<file path="src/rtl/uart_duplex_pkg.sv">
package uart_duplex_pkg;

    localparam int WORD_W = 9;
    localparam int BITN_W = 4;

    typedef enum logic [2:0] {
        TX_IDLE,
        TX_START,
        TX_DATA,
        TX_STOP,
        TX_STOP2
    } tx_state_t;

    typedef enum logic [1:0] {
        RX_IDLE,
        RX_START,
        RX_DATA,
        RX_STOP
    } rx_state_t;

    // Number of data bits for a word-length code.
    function automatic logic [BITN_W-1:0] word_bits(input logic [1:0] sel);
        case (sel)
            2'd0:    word_bits = 4'd7;
            2'd2:    word_bits = 4'd9;
            default: word_bits = 4'd8;
        endcase
    endfunction

endpackage

</file>
<file path="src/rtl/uart_tick.sv">
module uart_tick #(
    parameter int CLK_PER_TICK = 1
) (
    input  logic clk,
    input  logic rst_n,
    output logic tick
);
    generate
        if (CLK_PER_TICK <= 1) begin : g_every_clock
            assign tick = 1'b1;
        end else begin : g_divided
            localparam int TW = $clog2(CLK_PER_TICK);
            localparam logic [TW-1:0] LAST = TW'(CLK_PER_TICK - 1);
            logic [TW-1:0] cnt;
            always_ff @(posedge clk or negedge rst_n) begin
                if (!rst_n)           cnt <= '0;
                else if (cnt == LAST) cnt <= '0;
                else                  cnt <= cnt + 1'b1;
            end
            assign tick = (cnt == LAST);
        end
    endgenerate
endmodule

</file>
<file path="src/rtl/uart_tx.sv">
module uart_tx
    import uart_duplex_pkg::*;
#(
    parameter int DIV_W = 14
) (
    input  logic              clk,
    input  logic              rst_n,
    input  logic              tick,
    input  logic [DIV_W-1:0]  baud_div,
    input  logic [1:0]        len_sel,
    input  logic              cont_en,
    input  logic [WORD_W-1:0] tx_data,
    input  logic              tx_valid,
    output logic              tx_ready,
    output logic              txd
);
    localparam logic [DIV_W-1:0] ONE = DIV_W'(1);

    tx_state_t          state, nxt;
    logic [DIV_W-1:0]   bcnt;
    logic [BITN_W-1:0]  bitn;
    logic [WORD_W-1:0]  sh, hold;
    logic               pend;
    logic               bit_end, accept;
    logic [BITN_W-1:0]  nbits;

    assign nbits   = word_bits(len_sel);
    assign bit_end = tick && (bcnt == baud_div - ONE);
    assign accept  = tx_valid && tx_ready;

    always_comb begin
        nxt = state;
        unique case (state)
            TX_IDLE:  if (tx_valid) nxt = TX_START;
            TX_START: if (bit_end)  nxt = TX_DATA;
            TX_DATA:  if (bit_end && bitn == nbits - 4'd1) nxt = TX_STOP;
            TX_STOP:  if (bit_end)  nxt = (cont_en || pend) ? TX_STOP2 : TX_IDLE;
            TX_STOP2: if (bit_end)  nxt = (pend || accept) ? TX_START : TX_IDLE;
            default:  nxt = TX_IDLE;
        endcase
    end

    always_ff @(posedge clk or negedge rst_n) begin
        if (!rst_n) begin
            state <= TX_IDLE;
            bcnt  <= '0;
            bitn  <= '0;
            sh    <= '0;
            hold  <= '0;
            pend  <= 1'b0;
        end else begin
            state <= nxt;
            if (state == TX_IDLE || bit_end) bcnt <= '0;
            else if (tick)                   bcnt <= bcnt + ONE;
            if (state != TX_DATA)            bitn <= '0;
            else if (bit_end)                bitn <= bitn + 4'd1;
            if (accept) hold <= tx_data;
            if (state == TX_IDLE && accept)
                sh <= tx_data;
            else if (state == TX_STOP2 && bit_end && (pend || accept))
                sh <= pend ? hold : tx_data;
            else if (state == TX_DATA && bit_end)
                sh <= sh >> 1;
            if (state == TX_STOP2 && bit_end)    pend <= 1'b0;
            else if (accept && state != TX_IDLE) pend <= 1'b1;
        end
    end

    always_comb begin
        tx_ready = 1'b0;
        txd      = 1'b1;
        unique case (state)
            TX_IDLE:  tx_ready = 1'b1;
            TX_START: txd = 1'b0;
            TX_DATA:  txd = sh[0];
            TX_STOP,
            TX_STOP2: tx_ready = cont_en && !pend;
            default:  tx_ready = 1'b0;
        endcase
    end
endmodule

</file>
<file path="src/rtl/uart_rx.sv">
module uart_rx
    import uart_duplex_pkg::*;
#(
    parameter int DIV_W = 14
) (
    input  logic              clk,
    input  logic              rst_n,
    input  logic              tick,
    input  logic [DIV_W-1:0]  baud_div,
    input  logic [1:0]        len_sel,
    input  logic              rxd,
    output logic [WORD_W-1:0] rx_data,
    output logic              rx_valid,
    output logic              rx_err
);
    localparam logic [DIV_W-1:0] ONE = DIV_W'(1);

    rx_state_t          state, nxt;
    logic               s1, s2, s3;
    logic               line, fall;
    logic [DIV_W-1:0]   bcnt, half;
    logic [BITN_W-1:0]  bitn, nbits;
    logic [WORD_W-1:0]  sh;
    logic               mid_hit, bit_end;

    assign line    = s2;
    assign fall    = s3 && !s2;
    assign half    = baud_div >> 1;
    assign nbits   = word_bits(len_sel);
    assign mid_hit = tick && (bcnt == half - ONE);
    assign bit_end = tick && (bcnt == baud_div - ONE);

    always_comb begin
        nxt = state;
        unique case (state)
            RX_IDLE:  if (fall)    nxt = RX_START;
            RX_START: if (mid_hit) nxt = line ? RX_IDLE : RX_DATA;
            RX_DATA:  if (bit_end && bitn == nbits - 4'd1) nxt = RX_STOP;
            RX_STOP:  if (bit_end) nxt = RX_IDLE;
            default:  nxt = RX_IDLE;
        endcase
    end

    always_ff @(posedge clk or negedge rst_n) begin
        if (!rst_n) begin
            state <= RX_IDLE;
            s1    <= 1'b1;
            s2    <= 1'b1;
            s3    <= 1'b1;
            bcnt  <= '0;
            bitn  <= '0;
            sh    <= '0;
        end else begin
            state <= nxt;
            s1    <= rxd;
            s2    <= s1;
            s3    <= s2;
            if (state == RX_IDLE || (state == RX_START && mid_hit) || bit_end)
                bcnt <= '0;
            else if (tick)
                bcnt <= bcnt + ONE;
            if (state != RX_DATA) bitn <= '0;
            else if (bit_end)     bitn <= bitn + 4'd1;
            if (state == RX_IDLE)                sh <= '0;
            else if (state == RX_DATA && bit_end) sh <= {line, sh[WORD_W-1:1]};
        end
    end

    always_ff @(posedge clk or negedge rst_n) begin
        if (!rst_n) begin
            rx_valid <= 1'b0;
            rx_data  <= '0;
            rx_err   <= 1'b0;
        end else begin
            rx_valid <= (state == RX_STOP) && bit_end;
            if (state == RX_STOP && bit_end) begin
                rx_data <= sh >> (4'd9 - nbits);
                rx_err  <= !line;
            end
        end
    end
endmodule

</file>
<file path="src/rtl/uart_duplex.sv">
module uart_duplex
    import uart_duplex_pkg::*;
#(
    parameter int CLK_PER_TICK = 1,
    parameter int DIV_W        = 14
) (
    input  logic              clk,
    input  logic              rst_n,
    input  logic [DIV_W-1:0]  baud_div,
    input  logic [1:0]        len_sel,
    input  logic              cont_en,
    input  logic [WORD_W-1:0] tx_data,
    input  logic              tx_valid,
    output logic              tx_ready,
    output logic              txd,
    input  logic              rxd,
    output logic [WORD_W-1:0] rx_data,
    output logic              rx_valid,
    output logic              rx_err
);
    logic tick;

    uart_tick #(.CLK_PER_TICK(CLK_PER_TICK)) i_tick (
        .clk   (clk),
        .rst_n (rst_n),
        .tick  (tick)
    );

    uart_tx #(.DIV_W(DIV_W)) i_tx (
        .clk      (clk),
        .rst_n    (rst_n),
        .tick     (tick),
        .baud_div (baud_div),
        .len_sel  (len_sel),
        .cont_en  (cont_en),
        .tx_data  (tx_data),
        .tx_valid (tx_valid),
        .tx_ready (tx_ready),
        .txd      (txd)
    );

    uart_rx #(.DIV_W(DIV_W)) i_rx (
        .clk      (clk),
        .rst_n    (rst_n),
        .tick     (tick),
        .baud_div (baud_div),
        .len_sel  (len_sel),
        .rxd      (rxd),
        .rx_data  (rx_data),
        .rx_valid (rx_valid),
        .rx_err   (rx_err)
    );
endmodule

</file>
<file path="config.mk">
export PLATFORM = sky130hd
export DESIGN_NAME = uart_duplex
export DESIGN_NICKNAME = d
export VERILOG_FILES = /design/src/rtl/uart_duplex_pkg.sv /design/src/rtl/uart_tick.sv /design/src/rtl/uart_tx.sv /design/src/rtl/uart_rx.sv /design/src/rtl/uart_duplex.sv
export SDC_FILE = /design/constraint.sdc
export NUM_CORES = 1
export LEC_CHECK = 0
export ABC_AREA = 1
export BUFFER_PORTS_ARGS = -buffer_cell sky130_fd_sc_hd__buf_2
export CAP_MARGIN = 20
export CELL_PAD_IN_SITES_DETAIL_PLACEMENT = 1
export CELL_PAD_IN_SITES_GLOBAL_PLACEMENT = 1
export CORE_MARGIN = 2
export CORE_UTILIZATION = 40
export CTS_BUF_LIST = sky130_fd_sc_hd__clkbuf_8
export DETAILED_ROUTE_END_ITERATION = 7
export PLACE_DENSITY_LB_ADDON = 0.3
export SKIP_CTS_REPAIR_TIMING = 1
export SLEW_MARGIN = 10
export SYNTH_ARGS = -nofsm -noshare
export SYNTH_HDL_FRONTEND = slang
export SYNTH_SLANG_ARGS = --single-unit
</file>
<file path="constraint.sdc">
create_clock -name clk -period 2.4 [get_ports clk]
set_clock_uncertainty 0.2 [all_clocks]
set_input_delay 0 -clock clk [delete_from_list [all_inputs] [get_ports clk]]
set_output_delay 0 -clock clk [all_outputs]
set_load 0.02 [all_outputs]
</file>
==> run summary, run 1 <==
The sequential cell fraction of total power is 35.9%. The critical path data required time came out at 2.47 ns. The most frequently used cell type in the post-synthesis netlist is sky130_fd_sc_hd__nand2_1. The internal power of the cells came out at 3020 µW. The largest net degree at the start of global routing is 37.

The number of ports placed on the die boundary came out at 43. The sink count of the clock tree came out at 83. Summed over all layers, the global routing overflow is 0. The initial antenna violation count is 0. In the post-synthesis netlist, the biggest area contributors are sky130_fd_sc_hd__dfrtp_1 (33%), sky130_fd_sc_hd__nand2_1 (16%), sky130_fd_sc_hd__nand3_1 (9.2%), sky130_fd_sc_hd__inv_1 (7.3%), sky130_fd_sc_hd__nor2_1 (4.6%). The via count of the first global-routing pass is 6114. The detailed-router iteration count before antenna repair is 5.

The worst register-to-register path begins at i_rx.bcnt[0]. Max-cap violations in this run came to 0. The latest clock arrival within the worst-skew pair is 0.39 ns.

The global-route usage over all layers came out at 23.0%. The total number of yosys warnings came out at 0. The number of buffers created by CTS came out at 9. The floorplan step set the die width to 126 µm. In the synthesized netlist the dominant register cell turns out to be sky130_fd_sc_hd__dfrtp_1. Counting flops with a built-in enable in the synthesized netlist gives 0. The clock network fraction of design power came out at 24.1%. The share of the yosys chip area belonging to registers came out at 34.8%. The hold violation total from the final report is 0. Counting every net in the synthesized netlist gives 905. The effective utilization at floorplan came out at 41.0%. In this run the vertical extent of the chip is 126 µm. The synthesized design contains 83 register bits.

The final setup violation count is 0. The violation count after the first detailed-route iteration is 358. The count of buffers inserted at the top-level ports is 42. The proportion of layout cells with a drive suffix above 1 is 18.4%. The worst hold path belongs to the class input port to flop. The number of unique standard cell types used by synthesis came out at 46.

The via-per-instance ratio came out at 5.19. The run finished with clean final reports. The die covers 0.0159 mm². Clock-pin slew was measured on the worst setup and hold paths at 0.09 ns.

The sum of internal, switching and leakage power came out at 5090 µW. The via count is 5982. The buffer levels on the longest clock path came out at 2. The placed wire-length estimate came out at 13800 µm.

The number of routed nets with antenna violations came out at 0. Sorting the synthesized cells by how often they occur yields sky130_fd_sc_hd__nand2_1 (251), sky130_fd_sc_hd__inv_1 (116), sky130_fd_sc_hd__nand3_1 (110). By instance count, the cell type seen most on the critical path is sky130_fd_sc_hd__nor2_1.

Net switching is 40.7% of the power. The leakage dissipation is 0.00354 µW. Along the worst hold path, the cell count comes to 2. The TritonCTS clock tree is done. The final layout contains 1000 nets.

For hold timing, the worst endpoint is i_rx.s1. The count of unresolved DRC violations after routing came out at 0. The clock root buffer is sky130_fd_sc_hd__clkbuf_8. The buffers plus inverters on the worst setup path came out at 2. The cell with the largest stage delay on the worst path is sky130_fd_sc_hd__dfrtp_2. The layout-stage area growth over the synthesis result is 20.3%.

The category of the worst setup path launch point is a flop. The fraction of power consumed by combinational cells came out at 39.9%. In this run the critical register-to-register path is captured at i_rx.bcnt[13].

The H-tree generated during clock tree synthesis spans 3 levels. Counting every instance in the synthesized netlist gives 869. For the worst flop-to-flop path, the logic depth is 13. The share of the cycle needed by the critical path after routing came out at 94.3%. The setup slack of the critical path after layout came out at 0.137 ns.

The worst setup slack before clock tree synthesis came out at -0.102 ns. The largest delay contributor family on the critical path is simple AND/OR/NAND/NOR gates. The average wire per cell in the routed design is 15.6 µm. The number of diodes is 0. The core outline area came out at 0.0146 mm². The pin slew with the least headroom to its limit came out at 0.472 ns. The startpoint identified for the worst hold timing path is rxd.

The data arrival at the endpoint of the critical path is 2.33 ns. VDD sags by at most 0.000490 V. The first global-routing pass estimated 29700 µm of wire. After synthesis, the mean cell area works out to 6.88 µm². The synthesized design spends more area on one cell type than any other, namely sky130_fd_sc_hd__dfrtp_1. The post-synthesis instance area came out at 0.00598 mm². The portion of synthesized cell area occupied by the leading cell type is 33.5%.

The aggregate routed wire length is 17900 µm. After synthesis, the share of flip-flops with an asynchronous set or reset is 100%. The highest fanout seen on the critical path is 14. The critical path is of the flop to flop type.

The count of final max-slew check failures is 0. Adding up every negative setup slack in the final design gives 0 ns. The routability-driven placement congestion ratio is 0.853. STA classifies the critical path endpoint as a flop. Traced cell by cell, the critical path runs through xnor2_1, nor2_1, nand2_1, nor2_1, nand2_1, nor2_2, nand2_2, nor2_4, nand2_8, inv_4, or2_1, buf_12, nor2_1. The time the final worst path needs with I/O delays and setup is 2.26 ns. The stage delay of the slowest cell on the critical path is 0.45 ns. The max-slew headroom at the worst pin is 68.4%. For this design the ratio of total power to cell area is 708 mW/mm². The top achievable clock speed is 442 MHz. The worst setup slack for register-to-register paths came out at 0.14 ns. The power dissipated by switching net loads came out at 2070 µW. The number of core rows is 44.
metal layers:
metal	track usage, %	wire, µm
met5	0	0
met4	6.08	284
met3	3.84	439
met2	40.0	8920
met1	29.9	8300
worst reg2reg max path, cell delays in order (launching register included):
cell,delay (ns)
sky130_fd_sc_hd__dfrtp_2,0.45
sky130_fd_sc_hd__xnor2_1,0.15
sky130_fd_sc_hd__nor2_1,0.11
sky130_fd_sc_hd__nand2_1,0.08
sky130_fd_sc_hd__nor2_1,0.13
sky130_fd_sc_hd__nand2_1,0.09
sky130_fd_sc_hd__nor2_2,0.15
sky130_fd_sc_hd__nand2_2,0.09
sky130_fd_sc_hd__nor2_4,0.14
sky130_fd_sc_hd__nand2_8,0.09
sky130_fd_sc_hd__inv_4,0.06
sky130_fd_sc_hd__or2_1,0.13
sky130_fd_sc_hd__buf_12,0.20
sky130_fd_sc_hd__nor2_1,0.07
cells by family after synthesis:
family	Yosys count	synth area share (%)
simple gates	526	42.3
buf+inv	141	9.73
compound gates	84	7.70
flops	83	34.8
xor+xnor	29	4.25
fa+ha+maj	6	1.25
cells in the final DEF, fill, tap and decap left out, types with 11 or more instances in the layout:
| cell | count |
|---|---|
| sky130_fd_sc_hd__nand3_1 | 107 |
| sky130_fd_sc_hd__xnor2_1 | 11 |
| sky130_fd_sc_hd__xor2_1 | 18 |
| sky130_fd_sc_hd__nor2_2 | 15 |
| sky130_fd_sc_hd__nor2_4 | 19 |
| sky130_fd_sc_hd__clkbuf_8 | 11 |
| sky130_fd_sc_hd__o21ai_0 | 39 |
| sky130_fd_sc_hd__a21oi_1 | 20 |
| sky130_fd_sc_hd__buf_4 | 42 |
| sky130_fd_sc_hd__nand4_1 | 24 |
| sky130_fd_sc_hd__buf_2 | 41 |
| sky130_fd_sc_hd__inv_1 | 115 |
| sky130_fd_sc_hd__nand2_1 | 248 |
| sky130_fd_sc_hd__dfrtp_1 | 77 |
| sky130_fd_sc_hd__dlygate4sd3_1 | 16 |
| sky130_fd_sc_hd__nor2_1 | 62 |
cell type report:
class	instances	area, µm²
fillers	1888	7390
multi-input cells	645	3390
flip-flops and latches	83	2080
repair buffers	105	801
inverters	120	457
well taps	184	230
clock buffers	11	151
clock inverters	5	83.8
through the flow:
stage                     hold WS, ns  cell area [µm²]  cells  util, %
after global routing           0.0400             7200   1153     49.3
after CTS                      -0.608             6910   1133     47.3
final                          0.0530             7200   1153     49.3
after floorplan                -0.496             5980    869        -
after global placement         -0.179             6670   1117     45.7
after detailed placement       -0.182             6670   1117     45.7
worst max path at each step:
| stage | start | to | cells after the start |
|---|---|---|---|
| finish | i_rx.bcnt[0] | i_rx.bcnt[13] | 13 |
| global route | i_rx.bcnt[0] | i_rx.bcnt[13] | 13 |
| CTS | i_tx.bcnt[0] | i_tx.sh[6] | 16 |
| detailed placement | baud_div[1] | i_rx.bcnt[0] | 18 |
| global placement | baud_div[1] | i_rx.bcnt[0] | 18 |
| floorplan | i_tx.state[1] | i_tx.sh[8] | 9 |
sequential cells by signal, indices dropped and copies added, names as in the netlist, named ones only:
| register | flops |
|---|---|
| i_rx.bcnt | 14 |
| i_rx.bitn | 4 |
| i_rx.line | 1 |
| i_rx.rx_data | 9 |
| i_rx.rx_err | 1 |
| i_rx.rx_valid | 1 |
| i_rx.s1 | 1 |
| i_rx.s3 | 1 |
| i_rx.sh | 9 |
| i_rx.state | 1 |
| i_tx.bcnt | 14 |
| i_tx.bitn | 4 |
| i_tx.hold | 9 |
| i_tx.pend | 1 |
| i_tx.sh | 9 |
| i_tx.state | 3 |
power groups by stage:
stage | clock, µW | sequential [µW] | combinational [µW]
2_1_floorplan | 0 | 1800 | 1360
3_3_place_gp | 0 | 1850 | 1860
3_5_place_dp | 0 | 1860 | 1920
4_1_cts | 1250 | 1830 | 1940
5_1_grt | 1300 | 1870 | 2310
6_report | 1230 | 1830 | 2030
Note: power is estimated with default switching activity, not from simulation.
==> inputs of run 2 (changes only) <==
--- a/config.mk
+++ b/config.mk
@@ -5,7 +5,6 @@
 export SDC_FILE = /design/constraint.sdc
 export NUM_CORES = 1
 export LEC_CHECK = 0
-export ABC_AREA = 1
 export BUFFER_PORTS_ARGS = -buffer_cell sky130_fd_sc_hd__buf_2
 export CAP_MARGIN = 20
 export CELL_PAD_IN_SITES_DETAIL_PLACEMENT = 1
==> run summary, run 2 <==
The run finished, with violations left. The final reports fail on negative setup slack. The sink count of the clock tree came out at 83 (unchanged). The latest clock arrival within the worst-skew pair came to 0.38 ns (about the same). The max-slew headroom at the worst pin came out at 55.8% (-13 points). STA classifies the critical path endpoint as a flop.

The number of ports placed on the die boundary is 43 (unchanged). The initial antenna violation count came to 0 (unchanged). The portion of synthesized cell area occupied by the leading cell type was 35.6% (+2.2 points). The data arrival at the endpoint of the critical path came out at 2.92 ns (+0.59 ns).

The top achievable clock speed is 350 MHz (-21%). Ranked by total cell area, the synthesized netlist is headed by sky130_fd_sc_hd__dfrtp_1 (36%), sky130_fd_sc_hd__xnor2_1 (5.1%), sky130_fd_sc_hd__xor2_1 (5.1%), sky130_fd_sc_hd__nor2_1 (3.5%), sky130_fd_sc_hd__mux2i_1 (3.4%). Relative to the synthesized area, the layout overhead comes to 37.4%.

In this run the worst setup path begins at i_rx.bcnt[13]. The via-per-instance ratio is 5.71 (+10%). STA classifies the critical path startpoint as a flop. The register clock-pin slew on the reported worst setup and hold paths came to 0.09 ns (about the same). The setup slack of the critical path after layout is -0.459 ns (-0.596 ns).

The max-capacitance violation count came out at 0 (unchanged). The number of H-tree levels was 3 (unchanged). The post-synthesis async set-or-reset flop share was 100% (unchanged).

For this run, the leading register cell type out of synthesis is sky130_fd_sc_hd__dfrtp_1. The time the final worst path needs with I/O delays and setup came out at 2.86 ns (+0.596 ns). The post-layout utilization of the core came out at 56.0% (+6.7 points). The proportion of layout cells with a drive suffix above 1 came to 36.9% (+19 points). The footprint of the multi-input gates is 0.00373 mm² (+10%).

The core outline area is 0.0138 mm² (-5.6%). The total number of yosys warnings came out at 0 (unchanged). The aggregate routed wire length is 19000 µm (+5.8%). The number of cells on the worst reg-to-reg path is 7 (-6). The total overflow reported by the global router came out at 0 (unchanged). The count of final max-slew check failures came out at 0 (unchanged). The register area is 0.00208 mm² (-0.12%). The pin slew with the least headroom to its limit is 0.657 ns (+0.185 ns). The endpoint of the worst-slack reg-to-reg timing path is i_rx.rx_data[5]. The sum of internal, switching and leakage power was 4740 µW (-6.9%). The total power divided by cell area came to 615 mW/mm² (-13%). The highest fanout seen on the critical path came out at 5 (-9).

The synthesized net count is 663 (-27%). The critical path data required time is 2.46 ns (about the same). TritonCTS built the clock tree. The most frequent standard cell in the layout excluding fill and tap cells is sky130_fd_sc_hd__buf_4. The type of the most critical hold path is input port to flop. The effective utilization at floorplan is 40.8% (-0.22 points). The violation count after the first detailed-route iteration is 198 (-45%).

The commonest cells after synthesis are sky130_fd_sc_hd__dfrtp_1 (80), sky130_fd_sc_hd__nor2_1 (52), sky130_fd_sc_hd__nand2_1 (49). The via count of the first global-routing pass is 5588 (-8.6%). The share of the yosys chip area belonging to registers is 37.0% (+2.3 points). The vertical die dimension is 122 µm (-3.0%). The aggregate negative setup slack came out at -15.58 ns (-15.58 ns). The post-synthesis instance area is 0.00562 mm² (-6.1%). The synthesized instance count is 627 (-28%). The floorplan die area came out at 0.0150 mm² (-5.9%). The critical path ends at i_rx.rx_data[5]. The number of routed nets with antenna violations is 0 (unchanged). The detailed-router iteration count before antenna repair came to 4 (-1). The number of filler cells placed in the layout is 1586 (-16%). The final setup violation count is 71 (+71). The largest area contributor in the synthesized netlist is sky130_fd_sc_hd__dfrtp_1. The largest net degree at the start of global routing is 47 (+27%). The number of diodes came out at 0 (unchanged).

The number of core rows was 43 (-2.3%). The wire length of the first global-routing pass came out at 28500 µm (-4.2%). The leakage dissipation came out at 0.00335 µW (-5.3%). The largest registers in the layout are i_rx.bcnt: 14 flops, i_tx.bcnt: 14 flops. The via count is 5451 (-8.9%).

The count of buffers inserted at the top-level ports was 42 (unchanged). By startpoint and endpoint, the worst setup path is classified as flop to flop. The fraction of power consumed by combinational cells is 40.8% (+0.9 points). The global-route usage over all layers is 24.3% (+1.2 points). The buffer levels on the longest clock path is 2 (unchanged).

The count of nets after finishing is 806 (-19%). The placed wire-length estimate is 12900 µm (-6.3%). The flop and latch count out of synthesis came to 83 (unchanged). The share of the cycle needed by the critical path after routing is 119% (+25 points).

The clock root buffer is sky130_fd_sc_hd__clkbuf_8. The worst setup slack before clock tree synthesis is -0.726 ns (-0.625 ns). The count of unresolved DRC violations after routing came out at 0 (unchanged). The average wire per cell in the routed design was 19.9 µm (+28%). The count of placed standard cells including taps came to 909 (-19%).

The worst register-to-register path begins at i_rx.bcnt[13]. The average cell area after synthesis is 8.96 µm² (+30%). Setup repair after global routing could not meet its margin everywhere. The sequential cell fraction of total power is 38.9% (+3.0 points).

The hold violation total from the final report is 0 (unchanged). The clock network fraction of design power was 20.3% (-3.8 points). The number of unique standard cell types used by synthesis is 66 (+43%). The switching part of the total power came to 36.9% (-3.8 points).

The worst ir drop on vdd came out at 0.000664 V (+35%). The non-filler instance count after layout came out at 955 (-17%). Yosys instantiated no cell more often than sky130_fd_sc_hd__dfrtp_1. The worst setup slack for register-to-register paths is -0.46 ns (-0.60 ns).

The internal power of the cells is 2990 µW (-0.98%). The horizontal die dimension came out at 122 µm (-3.0%). The power dissipated by switching net loads is 1750 µW (-15%).

The routability-driven placement congestion ratio came to 0.913 (+7.0%). The top cell types in the final layout, fill and taps aside, are sky130_fd_sc_hd__buf_4 (101), sky130_fd_sc_hd__dfrtp_1 (79), sky130_fd_sc_hd__nand2_1 (48). The number of enable flip-flop cells after synthesis is 0 (unchanged).

The number of buffers created by CTS came out at 9 (unchanged).
## run 2: power by group through the flow
stage / Combinational [µW] / Sequential, µW / Clock (µW)
2_1_floorplan: 1110 / 1830 / 0
3_3_place_gp: 1560 / 1850 / 0
3_5_place_dp: 1650 / 1870 / 0
4_1_cts: 1660 / 1840 / 998
5_1_grt: 2120 / 1880 / 1050
6_report: 1930 / 1840 / 965
## run 2: cell families (layout without fill, tap and decap cells)
| group | after synthesis | count (layout) | share of synthesized area, % |
|---|---|---|---|
| AOI/OAI and AO/OA | 138 | 138 | 17.1 |
| xor gates and xnor gates | 66 | 66 | 10.3 |
| adders and majority gates | 6 | 6 | 1.34 |
| buffers and inverters | 62 | 208 | 4.66 |
| DFF | 83 | 83 | 37.0 |
| muxes | 37 | 37 | 7.46 |
| and+or+nand+nor | 235 | 237 | 22.1 |
## run 2: cell type report
type	count	share of cell area, %
multi-input combinational	484	48.3
sequential	83	27.0
timing repair buffer	177	18.7
clock buffer	11	1.96
tap	180	2.92
inverter	15	0.730
clock inverter	5	0.389
## run 2: how the worst min path moves through the flow
stage / from / to / depth (start not counted)
finish: len_sel[0] / i_rx.rx_data[8] / 3
global placement: rst_n / i_tx.hold[5] / 1
global route: len_sel[0] / i_rx.rx_data[4] / 3
detailed placement: rst_n / i_tx.sh[5] / 1
floorplan: rst_n / asynchronous set/reset pin / 0
CTS: rst_n / i_tx.sh[5] / 1
## run 2: worst max-delay path, stage by stage (launching register included)
cell and delay, ns:
sky130_fd_sc_hd__dfrtp_1 0.42, sky130_fd_sc_hd__xnor2_2 0.16, sky130_fd_sc_hd__or3_4 0.35, sky130_fd_sc_hd__a211oi_4 0.27
sky130_fd_sc_hd__o2111ai_2 0.15, sky130_fd_sc_hd__or4b_4 0.56, sky130_fd_sc_hd__or2_4 0.32, sky130_fd_sc_hd__mux2_4 0.31
## run 2: through the flow
step | cell area, µm² | hold WS [ns]
after floorplan | 5760 | -0.496
after global placement | 6750 | -0.200
after detailed placement | 6750 | -0.197
after CTS | 6940 | -0.615
after global routing | 7710 | 0.0389
final | 7710 | 0.0185
## run 2: metal layers
metal	GRT usage (%)	vias up	part of all wire, %
met5	0	-	0
met2	43.1	95	53
li1	-	2536	-
met1	30.1	2794	42
met4	8.05	0	1.5
met3	3.58	26	3.2
==> inputs of run 3 (changes only) <==
--- a/config.mk
+++ b/config.mk
@@ -14,6 +14,7 @@
 export CTS_BUF_LIST = sky130_fd_sc_hd__clkbuf_8
 export DETAILED_ROUTE_END_ITERATION = 7
 export PLACE_DENSITY_LB_ADDON = 0.3
+export REMOVE_ABC_BUFFERS = 1
 export SKIP_CTS_REPAIR_TIMING = 1
 export SLEW_MARGIN = 10
 export SYNTH_ARGS = -nofsm -noshare
==> run summary, run 3 (synthesis results as in run 2) <==
The flow ran to the end, but the final reports show violations. The final reports fail on negative hold slack, negative setup slack. The leakage dissipation came out at 0.00344 µW (+2.6%). The worst ir drop on vdd was 0.000547 V (-18%). The most frequent standard cell in the layout excluding fill and tap cells is sky130_fd_sc_hd__buf_4.

The pin slew with the least headroom to its limit is 0.644 ns (-0.0137 ns). The placed wire-length estimate was 12900 µm (-0.31%). The count of placed standard cells including taps is 915 (+0.66%).

TritonCTS built the clock tree. The floorplan die area came out at 0.0150 mm² (unchanged). The sink count of the clock tree is 83 (unchanged). The highest fanout seen on the critical path is 6 (+1).

The count of final max-slew check failures is 0 (unchanged). The effective utilization at floorplan is 40.8% (unchanged). The worst setup path is captured at a flop. The largest net degree at the start of global routing came out at 37 (-21%). The count of nets after finishing is 818 (+1.5%). The via count is 5541 (+1.7%). The standard cell area after detailed placement came out at 0.00673 mm² (-0.33%). The aggregate routed wire length is 19900 µm (+4.8%). The proportion of layout cells with a drive suffix above 1 came to 37.0% (+0.073 points).

The top achievable clock speed is 359 MHz (+2.7%). The number of routed nets with antenna violations is 0 (unchanged). The latest clock arrival within the worst-skew pair is 0.38 ns (about the same). The routability-driven placement congestion ratio is 0.958 (+5.0%). The count of unresolved DRC violations after routing came out at 0 (unchanged). The max-capacitance violation count came out at 0 (unchanged). From synthesis to final layout, the design area changed by 40.5%. The non-filler instance count after layout came out at 967 (+1.3%). The number of buffers created by CTS is 9 (unchanged). The wire length of the first global-routing pass came to 28200 µm (-1.1%). The total power divided by cell area is 623 mW/mm² (+1.4%). The worst setup slack before clock tree synthesis came out at -0.816 ns (-0.0902 ns). The share of the cycle needed by the critical path after routing is 116% (-3.2 points).

In the final layout, the registers with the most flip-flops are i_rx.bcnt: 14 flops, i_tx.bcnt: 14 flops. The buffer levels on the longest clock path came out at 2 (unchanged). The setup slack of the critical path after layout came out at -0.383 ns (+0.0760 ns). The total overflow reported by the global router is 0 (unchanged).

The critical path data required time came to 2.48 ns (+0.02 ns). The via count of the first global-routing pass is 5507 (-1.4%). The worst slack on hold paths came out at -0.00298 ns (-0.0215 ns). The violation count after the first detailed-route iteration is 185 (-6.6%). The max-slew headroom at the worst pin was 57.1% (+1.3 points).

Setup repair after global routing could not meet its margin everywhere. The number of core rows came out at 43 (unchanged). The count of buffers inserted at the top-level ports came out at 42 (unchanged).

The core outline area came out at 0.0138 mm² (unchanged). The vertical die dimension is 122 µm (unchanged). The number of diodes is 0 (unchanged). The number of filler cells placed in the layout is 1613 (+1.7%). The via-per-instance ratio is 5.73 (+0.39%).

The register clock-pin slew on the reported worst setup and hold paths is 0.10 ns (about the same). In the layout the commonest cells are sky130_fd_sc_hd__buf_4 (107), sky130_fd_sc_hd__dfrtp_1 (79), sky130_fd_sc_hd__nor2_1 (52). The initial antenna violation count is 0 (unchanged).

CTS placed an instance of sky130_fd_sc_hd__clkbuf_8 at the clock tree root. The global-route usage over all layers is 23.9% (-0.41 points). The data arrival at the endpoint of the critical path is 2.86 ns (-0.06 ns).

The time the final worst path needs with I/O delays and setup came out at 2.78 ns (-0.0760 ns). The category of the worst setup path launch point is a flop. The number of H-tree levels came out at 3 (unchanged).

The detailed-router iteration count before antenna repair came out at 4 (unchanged). The tightest min-delay check is of the input port to flop type. The cell area after layout is 0.00789 mm² (+2.3%).

The hold violation total from the final report came out at 1 (+1). The number of ports placed on the die boundary is 43 (unchanged). The final setup violation count came out at 71 (unchanged).

The average wire per cell in the routed design came out at 20.6 µm (+3.5%). The worst setup path is of the flop to flop kind. The horizontal die dimension came out at 122 µm (unchanged).
[run 3: changes by cell type in the layout (fill, tap and decap cells not counted), sizes merged]
| cell | before | now |
|---|---|---|
| buf | 159 | 171 |
| bufinv | 0 | 1 |
| clkbuf | 14 | 12 |
| clkinv | 3 | 0 |
| inv | 16 | 19 |
| clkinvlp | 1 | 2 |
[run 3: where the power goes]
part / switching (µW) / internal (µW)
clock network: 596 / 499
registers: 220 / 1660
logic: 1010 / 933
[run 3: metal layers]
| metal | wire length, µm | up-vias | share of wire (%) | track usage [%] |
|---|---|---|---|---|
| li1 | - | 2561 | - | - |
| met1 | 8290 | 2825 | 42 | 29.7 |
| met2 | 10600 | 122 | 53 | 42.5 |
| met3 | 582 | 33 | 2.9 | 3.30 |
| met4 | 427 | 0 | 2.1 | 7.69 |
| met5 | 0 | - | 0 | 0 |
[run 3: final timing paths]
kind / start / endpoint / slack, ns / cells past startpoint
min: len_sel[0] / i_rx.rx_data[4] / -0.003 / 3
max reg2reg: i_rx.bcnt[13] / i_rx.rx_data[0] / -0.38 / 7
max in group asynchronous: rst_n / i_rx.s3 / 1.17 / 4
min reg2reg: i_rx.s1 / i_rx.line / 0.16 / 0
min in group asynchronous: rst_n / i_tx.bcnt[4] / 0.53 / 4
max: i_rx.bcnt[13] / i_rx.rx_data[0] / -0.38 / 7
[run 3: worst max-delay path: stages, from the launching register on]
cell and delay, ns:
sky130_fd_sc_hd__dfrtp_1 0.42, sky130_fd_sc_hd__xnor2_2 0.15, sky130_fd_sc_hd__or3_4 0.34, sky130_fd_sc_hd__a211oi_4 0.23, sky130_fd_sc_hd__o2111ai_1 0.13, sky130_fd_sc_hd__or4b_4 0.56
sky130_fd_sc_hd__or2_4 0.32, sky130_fd_sc_hd__mux2_4 0.31
[run 3: cell type report]
class,count,area (µm²),area share (%)
clock buffer,9,124,1.57
tap,180,225,2.85
timing repair buffer,189,1560,19.8
inverter,15,56.3,0.714
clock inverter,7,82.6,1.05
sequential,83,2080,26.4
multi-input combinational,484,3760,47.6
[run 3: through the flow]
step | total power (µW) | TNS, ns | hold slack (ns) | utilization, %
6_report | 4920 | -15.38 | -0.00298 | 57.3
5_1_grt | 5200 | -20.25 | 0.0343 | 57.3
4_1_cts | 4620 | -22.68 | -0.613 | 50.4
3_5_place_dp | 3530 | -44.40 | -0.194 | 48.9
3_3_place_gp | 3420 | -39.86 | -0.200 | 48.9
2_1_floorplan | 2810 | -59.22 | -0.496 | -
